===== config.mk =====
export PLATFORM = sky130hd
export DESIGN_NAME = bsrx_top
export DESIGN_NICKNAME = d
export VERILOG_FILES = /design/src/rtl/bsrx_pkg.sv /design/src/rtl/bsrx_sync.sv /design/src/rtl/bsrx_shifter.sv /design/src/rtl/bsrx_fifo.sv /design/src/rtl/bsrx_top.sv
export SDC_FILE = /design/constraint.sdc
export NUM_CORES = 1
export LEC_CHECK = 0
export ABC_AREA = 1
export BUFFER_PORTS_ARGS = -buffer_cell sky130_fd_sc_hd__buf_2
export CAP_MARGIN = 20
export CORE_MARGIN = 2
export CORE_UTILIZATION = 55
export CTS_CLUSTER_DIAMETER = 200
export CTS_CLUSTER_SIZE = 25
export DETAILED_ROUTE_END_ITERATION = 12
export PLACE_DENSITY = 0.7
export SYNTH_ARGS = -nofsm -noshare
export SYNTH_HDL_FRONTEND = slang
export SYNTH_SLANG_ARGS = --single-unit

===== constraint.sdc =====
create_clock -name clk -period 3.95 [get_ports clk]
set_clock_uncertainty 0.15 [all_clocks]
set_input_delay 0.79 -clock clk [delete_from_list [all_inputs] [get_ports clk]]
set_output_delay 0.79 -clock clk [all_outputs]
set_load 0.02 [all_outputs]

===== src/rtl/bsrx_pkg.sv =====
// Shared widths and the byte type of the serial bitstream receiver.
package bsrx_pkg;
    localparam int BYTE_W = 8;
    typedef logic [BYTE_W-1:0] byte_t;
endpackage


===== src/rtl/bsrx_sync.sv =====
// Multi-stage synchroniser for a bundle of asynchronous single-bit inputs.
// Assumes each bit is independent and stable for several clk cycles per level.
module bsrx_sync #(
    parameter int W      = 3,
    parameter int STAGES = 2
) (
    input  logic         clk,
    input  logic         rst_n,
    input  logic [W-1:0] d_in,
    output logic [W-1:0] d_out
);
    logic [W-1:0] stage_q [STAGES];

    generate
        for (genvar s = 0; s < STAGES; s++) begin : g_stage
            // Shift each stage one step toward the output.
            always_ff @(posedge clk) begin
                if (!rst_n) stage_q[s] <= '0;
                else if (s == 0) stage_q[s] <= d_in;
                else stage_q[s] <= stage_q[(s == 0) ? 0 : s-1];
            end
        end
    endgenerate

    assign d_out = stage_q[STAGES-1];
endmodule


===== src/rtl/bsrx_shifter.sv =====
// Edge detector, gating logic and MSB-first byte assembler.
// Inputs are already synchronised. The serial clock must be at most clk/4,
// so that every level lasts at least two samples. Also watches the gate for
// changes while the serial clock is high.
module bsrx_shifter #(
    parameter int W = 8
) (
    input  logic         clk,
    input  logic         rst_n,
    input  logic         sclk_s,
    input  logic         dat_s,
    input  logic         gate_s,
    input  logic         edge_sel,
    input  logic         clr,
    output logic         byte_done,
    output logic [W-1:0] byte_val,
    output logic         perr
);
    localparam int CW = $clog2(W);
    localparam logic [CW-1:0] LAST = CW'(W-1);

    logic          sclk_d, gate_d;
    logic [W-1:0]  sh_q;
    logic [CW-1:0] cnt_q;
    logic          sample, take;

    // Pick the capturing edge from the previous and current clock samples.
    always_comb begin
        sample = edge_sel ? (sclk_d & ~sclk_s) : (sclk_s & ~sclk_d);
        take   = sample & gate_s;
    end

    // Delay registers used for edge and gate-change detection.
    always_ff @(posedge clk) begin
        if (!rst_n) begin
            sclk_d <= 1'b0;
            gate_d <= 1'b0;
        end else begin
            sclk_d <= sclk_s;
            gate_d <= gate_s;
        end
    end

    // Shift accepted bits in and advance the bit position.
    always_ff @(posedge clk) begin
        if (!rst_n) begin
            sh_q  <= '0;
            cnt_q <= '0;
        end else if (take) begin
            sh_q  <= {sh_q[W-2:0], dat_s};
            cnt_q <= cnt_q + 1'b1;
        end
    end

    // Sticky flag for a gate change while the serial clock is high.
    always_ff @(posedge clk) begin
        if (!rst_n) perr <= 1'b0;
        else if (gate_s != gate_d && sclk_s) perr <= 1'b1;
        else if (clr) perr <= 1'b0;
    end

    assign byte_done = take && (cnt_q == LAST);
    assign byte_val  = {sh_q[W-2:0], dat_s};


    gate_hold_chk: assert property (@(posedge clk) disable iff (!rst_n)
        (sample && !gate_s) |=> $stable(cnt_q) && $stable(sh_q));

    perr_cause_chk: assert property (@(posedge clk) disable iff (!rst_n)
        $rose(perr) |-> $past(sclk_s && (gate_s != gate_d)));
endmodule


===== src/rtl/bsrx_fifo.sv =====
// Byte FIFO between the assembler and the decoder port. Power-of-two depth.
// A write while full is dropped and sets a sticky overflow flag.
module bsrx_fifo #(
    parameter int W     = 8,
    parameter int DEPTH = 4
) (
    input  logic         clk,
    input  logic         rst_n,
    input  logic         wr_en,
    input  logic [W-1:0] wr_data,
    input  logic         rd_en,
    output logic [W-1:0] rd_data,
    output logic         empty,
    output logic         full,
    input  logic         clr,
    output logic         ovf
);
    localparam int PW = $clog2(DEPTH);
    localparam int NW = $clog2(DEPTH+1);
    localparam logic [NW-1:0] FULL_N = NW'(DEPTH);

    logic [W-1:0]  mem_q [DEPTH];
    logic [PW-1:0] wp_q, rp_q;
    logic [NW-1:0] n_q;
    logic          push, pop;

    assign empty = (n_q == '0);
    assign full  = (n_q == FULL_N);
    assign push  = wr_en && !full;
    assign pop   = rd_en && !empty;

    // Store an accepted byte in its slot.
    always_ff @(posedge clk) begin
        if (push) mem_q[wp_q] <= wr_data;
    end

    // Pointer and occupancy bookkeeping.
    always_ff @(posedge clk) begin
        if (!rst_n) begin
            wp_q <= '0;
            rp_q <= '0;
            n_q  <= '0;
        end else begin
            if (push) wp_q <= wp_q + 1'b1;
            if (pop)  rp_q <= rp_q + 1'b1;
            if (push && !pop)      n_q <= n_q + 1'b1;
            else if (pop && !push) n_q <= n_q - 1'b1;
        end
    end

    // Sticky record of a dropped byte.
    always_ff @(posedge clk) begin
        if (!rst_n) ovf <= 1'b0;
        else if (wr_en && full) ovf <= 1'b1;
        else if (clr) ovf <= 1'b0;
    end

    assign rd_data = mem_q[rp_q];


    occupancy_chk: assert property (@(posedge clk) disable iff (!rst_n)
        n_q <= FULL_N);

    ovf_cause_chk: assert property (@(posedge clk) disable iff (!rst_n)
        $rose(ovf) |-> $past(wr_en && full));

    head_hold_chk: assert property (@(posedge clk) disable iff (!rst_n)
        (!empty && !rd_en) |=> !empty && $stable(rd_data));
endmodule


===== src/rtl/bsrx_top.sv =====
// Gated serial bitstream receiver: synchronises the link, assembles bytes
// MSB first and buffers them for a ready/valid consumer.
// Assumes the serial clock is at most a quarter of clk.
module bsrx_top
    import bsrx_pkg::*;
#(
    parameter int DEPTH       = 4,
    parameter int SYNC_STAGES = 2
) (
    input  logic        clk,
    input  logic        rst_n,
    input  logic        ser_clk,
    input  logic        ser_dat,
    input  logic        bit_gate,
    input  logic        edge_sel,
    input  logic        clr_flags,
    output logic        data_req,
    output logic [7:0]  out_data,
    output logic        out_valid,
    input  logic        out_ready,
    output logic        overflow,
    output logic        proto_err
);
    logic [2:0] raw_in, sync_out;
    logic       byte_done, fifo_empty, fifo_full;
    byte_t      byte_val;

    assign raw_in = {bit_gate, ser_dat, ser_clk};

    bsrx_sync #(.W(3), .STAGES(SYNC_STAGES)) u_sync (
        .clk(clk), .rst_n(rst_n), .d_in(raw_in), .d_out(sync_out)
    );

    bsrx_shifter #(.W(BYTE_W)) u_shift (
        .clk(clk), .rst_n(rst_n),
        .sclk_s(sync_out[0]), .dat_s(sync_out[1]), .gate_s(sync_out[2]),
        .edge_sel(edge_sel), .clr(clr_flags),
        .byte_done(byte_done), .byte_val(byte_val), .perr(proto_err)
    );

    bsrx_fifo #(.W(BYTE_W), .DEPTH(DEPTH)) u_fifo (
        .clk(clk), .rst_n(rst_n),
        .wr_en(byte_done), .wr_data(byte_val),
        .rd_en(out_ready), .rd_data(out_data),
        .empty(fifo_empty), .full(fifo_full),
        .clr(clr_flags), .ovf(overflow)
    );

    assign out_valid = !fifo_empty;
    assign data_req  = !fifo_full;


    req_vs_valid_chk: assert property (@(posedge clk) disable iff (!rst_n)
        !data_req |-> out_valid);
endmodule


Word-level counts from Yosys, hierarchy flattened --
Memories as Yosys holds them, arrays and structs flattened. A register that Yosys moved wholly into a read port is not among the register bits. Cells that the tools add are included.
Word-level totals: bits in registers 21, bits in latches 0, bits in writable memories 38, memory bits (read-only) 0, input port bits 8, word-level logic and storage cells 55, memories kept 2
Memories:
- u_fifo.mem_q | words 4, width 8, read ports 1, clocked after memory_dff 1, write ports 1, RTL line bsrx_fifo.sv:22 | logic [W-1:0] mem_q [DEPTH];
- u_sync.stage_q | words 2, width 3, read ports 2, clocked after memory_dff 0, write ports 2, RTL line bsrx_sync.sv:12 | logic [W-1:0] stage_q [STAGES];
Operators by class: add/subtract/negate cells 5, multiply operators 0, div/mod/pow operators 0, order comparisons 0, equal/unequal tests 3, shifts and indexed selects 0, muxes and demuxes 14, bitwise gates (word level) 7, reductions and logical operators 15
Operator list (number):
- 3-bit two-way mux | 4
- 1-bit two-way mux | 8
- 1-bit logical AND | 7
- 3-bit by 1-bit adder with 3-bit output, second input constant | 2
- 3-bit == test, second input constant | 2
- 2-bit nonzero test | 3
- 2-bit by 1-bit adder with 2-bit output, second input constant | 2
- 1-bit zero test | 4
- 2-bit two-way mux | 2
- 1-bit bitwise AND | 3
- 3-bit zero test | 1
- 3-bit by 1-bit subtractor with 3-bit output, second input constant | 1
- 1-bit inverter | 2
- 1-bit bitwise OR | 2
- 1-bit != test | 1

Logic depth before layout (Yosys ltp) --
word-level depth 10, depth in mapped cells 12

Hierarchy --
From an unflattened synthesis, not the netlist that was laid out.
Unflattened totals: cell total of the unflattened synthesis 271, area, all modules 2557.5 sq um
By module, submodules not included:
- bsrx_fifo | instances 1, cells an instance 151, area each 1721.7 sq um, sequential area each 1161.1 sq um
- bsrx_shifter | instances 1, cells an instance 100, area each 663.1 sq um, sequential area each 260.2 sq um
- bsrx_sync | instances 1, cells an instance 18, area each 165.2 sq um, sequential area each 120.1 sq um
- bsrx_top | instances 1, cells an instance 2, area each 7.5 sq um, sequential area each 0.0 sq um

Least setup slack after synthesis --
No wires, ideal clock.
kind input port to flip-flop, start in edge_sel, end reg u_fifo.n_q[2], library setup time 0.122 ns, data arrival time 2.147 ns, setup slack 1.531 ns, stages on the path 10, path buffers 0, cells stage by stage o21bai_1 > nand4_1 > nor2_2 > ha_1 > inv_1 > fa_1 > a21oi_1 > o21ai_0 > o21ai_0 > a21oi_1
On the way: cells in the longest elaborated chain, start to end 7, elaborated cells on any way between the ends 9, those cells by class 2 x mux; 1 x bitwise; 6 x reduce/logical
RTL lines:
- start, declared | RTL line bsrx_top.sv:15 | input logic edge_sel,
- 1-bit two-way mux (*) | RTL line bsrx_shifter.sv:29 | sample = edge_sel ? (sclk_d & ~sclk_s) : (sclk_s & ~sclk_d);
- 1-bit bitwise AND (*) | RTL line bsrx_shifter.sv:30 | take = sample & gate_s;
- 1-bit logical AND (*) | RTL line bsrx_shifter.sv:62 | assign byte_done = take && (cnt_q == LAST);
- 1-bit logical AND (*) | RTL line bsrx_fifo.sv:29 | assign push = wr_en && !full;
- named net u_fifo.push | RTL line bsrx_fifo.sv:25 | logic push, pop;
- 1-bit zero test | RTL line bsrx_fifo.sv:47 | else if (pop && !push) n_q <= n_q - 1'b1;
- 1-bit logical AND | RTL line bsrx_fifo.sv:47
- 2-bit nonzero test (no source line)
- end signal, assigned | RTL line bsrx_fifo.sv:46 | if (push && !pop) n_q <= n_q + 1'b1;
- end signal, assigned | RTL line bsrx_fifo.sv:47
- end, declared | RTL line bsrx_fifo.sv:24 | logic [NW-1:0] n_q;
Mark *: on every way through the listed nets, which the timed path passes. The rest lies on a longest branch. A chain may end at the register's enable or synchronous reset.

==> results.json <==
{
  "status": "finished clean",
  "min_from": "u_sync.stage_q[0][2]$_SDFF_PN0_",
  "grt-ovfl-total": 0,
  "clk_latency_ns": 0.33,
  "synthTopCellsByArea": "edfxtp_1 (40%), dfxtp_1 (24%), nor2_1 (4.4%)",
  "cellLeakagePower_nw": 1.040,
  "layout_commonest_cell": "edfxtp_1",
  "die_x_um": 70.28,
  "total_power_mw": 1.489,
  "cp.arrival_ns": 1.63,
  "die-height_um": 70.28,
  "synth_top_cell_by_area": "edfxtp_1",
  "clock-sinks": 61,
  "netlist_instances": 227,
  "r2r_end": "u_fifo.n_q[2]$_SDFFE_PN0P_",
  "seq_area_frac_synth_pct": 63.80,
  "fp-row-count": 24,
  "drc": 0,
  "grt_setup_unrepaired": "false",
  "startpoint_type": "flip-flop",
  "hp-class": "reg2reg",
  "holdPathEnd": "u_sync.stage_q[1][2]$_SDFF_PN0_",
  "endpoint_kind": "output pin",
  "clock_path_buffers": 2,
  "wl_per_cell_um": 12.65,
  "routed_wl_mm": 3.909,
  "syn_area_um2": 2416,
  "grt_util_all_layers_pct": 18.89,
  "crit_required_ns": 3.01,
  "numCtsBuffers": 9,
  "ys_warn_count": 0,
  "drive_gt1_share_pct": 22.57,
  "max_cap_viol_count": 0,
  "r2r_start": "u_shift.cnt_q[0]$_SDFFE_PN0P_",
  "synth_cell_types": 22,
  "via_per_inst": 5.026,
  "tns_ns": 0,
  "synth-main-ff-cell": "edfxtp_1",
  "syn_to_final_growth_pct": 13.15,
  "grt_pass1_wl_mm": 7.058,
  "htreeDepth": 3,
  "nNetsFinal": 269,
  "grt_pass1_vias": 1572,
  "hpwl_mm": 2.531,
  "drv_slew": 0,
  "nFillCells": 363,
  "drtAntennaViolNets": 0,
  "worstPathCellList": "buf_4 -> inv_1 -> o21ai_0 -> o22ai_1 -> buf_2",
  "layout_common_cells": "edfxtp_1 (32), dfxtp_1 (29), nor2_1 (28), inv_1 (27), nand2_1 (26)",
  "antennaDiodeCount": 0,
  "fmax_mhz": 388.5,
  "hold_viol_final": 0,
  "setup_viol": 0,
  "max_slew_margin_pct": 49.35,
  "crit_type": "reg2out",
  "core_area_um2": 4294,
  "postCtsHoldBufs": 0,
  "antenna_found_initial": 0,
  "min_path_cells": 2,
  "cts_setup_buffers": 0,
  "vdd_drop_max_mv": 0.4226,
  "cts_tree": "yes",
  "final_area_um2": 2734,
  "path_clk_slew_ns": 0.06,
  "dr.pass1.iters": 4,
  "rrSetupSlack_ns": 1.54,
  "ctsResizeCount": 0,
  "synth_seq_cells": 61,
  "cpLargestDelayFamily": "buffers and inverters",
  "synth-edff-count": 32,
  "path_buf_inv": 3,
  "place.gp.congestion": 0.7172,
  "io_buffers": 19,
  "crit_path_max_fanout": 17,
  "critPathMaxStageDelay_ns": 0.34,
  "grt_max_degree": 18,
  "rr_worst_depth": 11,
  "post-route-period-util_pct": 65.17,
  "cpMaxStageDelayCell": "inv_1",
  "place_area_um2": 2554,
  "synth_top_area_share_pct": 39.77,
  "synth_fp_nets": 243,
  "powerDensity_nw_per_um2": 544.6,
  "fin_util_pct": 63.67,
  "synthArstFlopShare_pct": 0,
  "root_buffer": "clkbuf_8",
  "min_period_ns": 2.574,
  "dr_total_vias": 1553,
  "io-pin-count": 20,
  "worst_pin_slew_ns": 0.7569,
  "start_util_pct": 56.26,
  "die_area_um2": 4939,
  "syn_area_per_cell_um2": 10.64,
  "drt_iter0_drc": 172
}
[area by class of cell]
| cell class | count | area, µm² | area share, % |
|---|---|---|---|
| Clock buffer | 10 | 127.6 | 4.668 |
| Clock inverter | 5 | 52.55 | 1.922 |
| Inverter | 29 | 108.9 | 3.982 |
| Multi-Input combinational cell | 132 | 735.7 | 26.91 |
| Sequential cell | 61 | 1541 | 56.38 |
| Tap cell | 52 | 65.06 | 2.380 |
| Timing Repair Buffer | 20 | 102.6 | 3.753 |
[logic make-up after synthesis]
family	count (synthesis)	synth area share (%)
flops	61	63.80
fa+ha+maj	8	4.454
compound gates	49	12.07
buf+inv	34	5.748
simple gates	74	13.57
xor+xnor	1	0.3626
[metal layers]
layer / global-route usage [%] / wire (µm) / vias to the layer above
met2: 29.87 / 1920 / 24
met4: 7.692 / 41 / 0
met1: 22.80 / 1804 / 714
met5: 0 / 0 / -
li1: - / - / 811
met3: 7.937 / 143 / 4
[cell usage after synthesis, drive strengths merged (3+ instances only)]
cell and instances:
o21ai 21, o22ai 8, nand3 4, nand2 37, edfxtp 32, nand4 3, dfxtp 29, ha 7
inv 29, buf 4, a21oi 19, nor2 30
[stage by stage]
step | cells | worst slack (ns) | hold slack [ns]
after CTS | 309 | 1.348 | 0.2695
after detailed placement | 294 | 1.257 | 0.2545
after global placement | 294 | 1.331 | 0.2438
final | 309 | 1.376 | 0.2703
after floorplan | 227 | 1.531 | 0.2405
after global routing | 309 | 1.155 | 0.2862
[power by group]
group	total, mW	internal [mW]	switching [mW]
Combinational	0.269	0.0864	0.183
Sequential	0.710	0.690	0.0201
Clock	0.510	0.284	0.226
Total	1.49	1.06	0.428
[tightest hold or removal path: stages, from the launching register on]
cell	delay (ns)
dfxtp_1	0.31
nand2_1	0.05
inv_1	0.04
[worst max-delay path by stage]
stage                                       endpoint  slack (ns)  depth (start not counted)
final                                    out_data[2]        1.38                          5
after CTS                                out_data[2]        1.35                          5
after global placement    u_fifo.n_q[2]$_SDFFE_PN0P_        1.33                         11
after detailed placement  u_fifo.n_q[2]$_SDFFE_PN0P_        1.26                         11
after floorplan           u_fifo.n_q[2]$_SDFFE_PN0P_        1.53                         10
after global routing                     out_data[2]        1.15                          5
[state kept, by name, indices dropped and copies added (netlist names), named ones only]
register        count
u_fifo.mem_q       32
u_fifo.n_q          3
u_fifo.ovf          1
u_fifo.rp_q         2
u_fifo.wp_q         2
u_shift.cnt_q       3
u_shift.gate_d      1
u_shift.perr        1
u_shift.sclk_d      1
u_shift.sh_q        7
u_sync.stage_q      6
No activity file was read; power rests on OpenSTA's default activity.
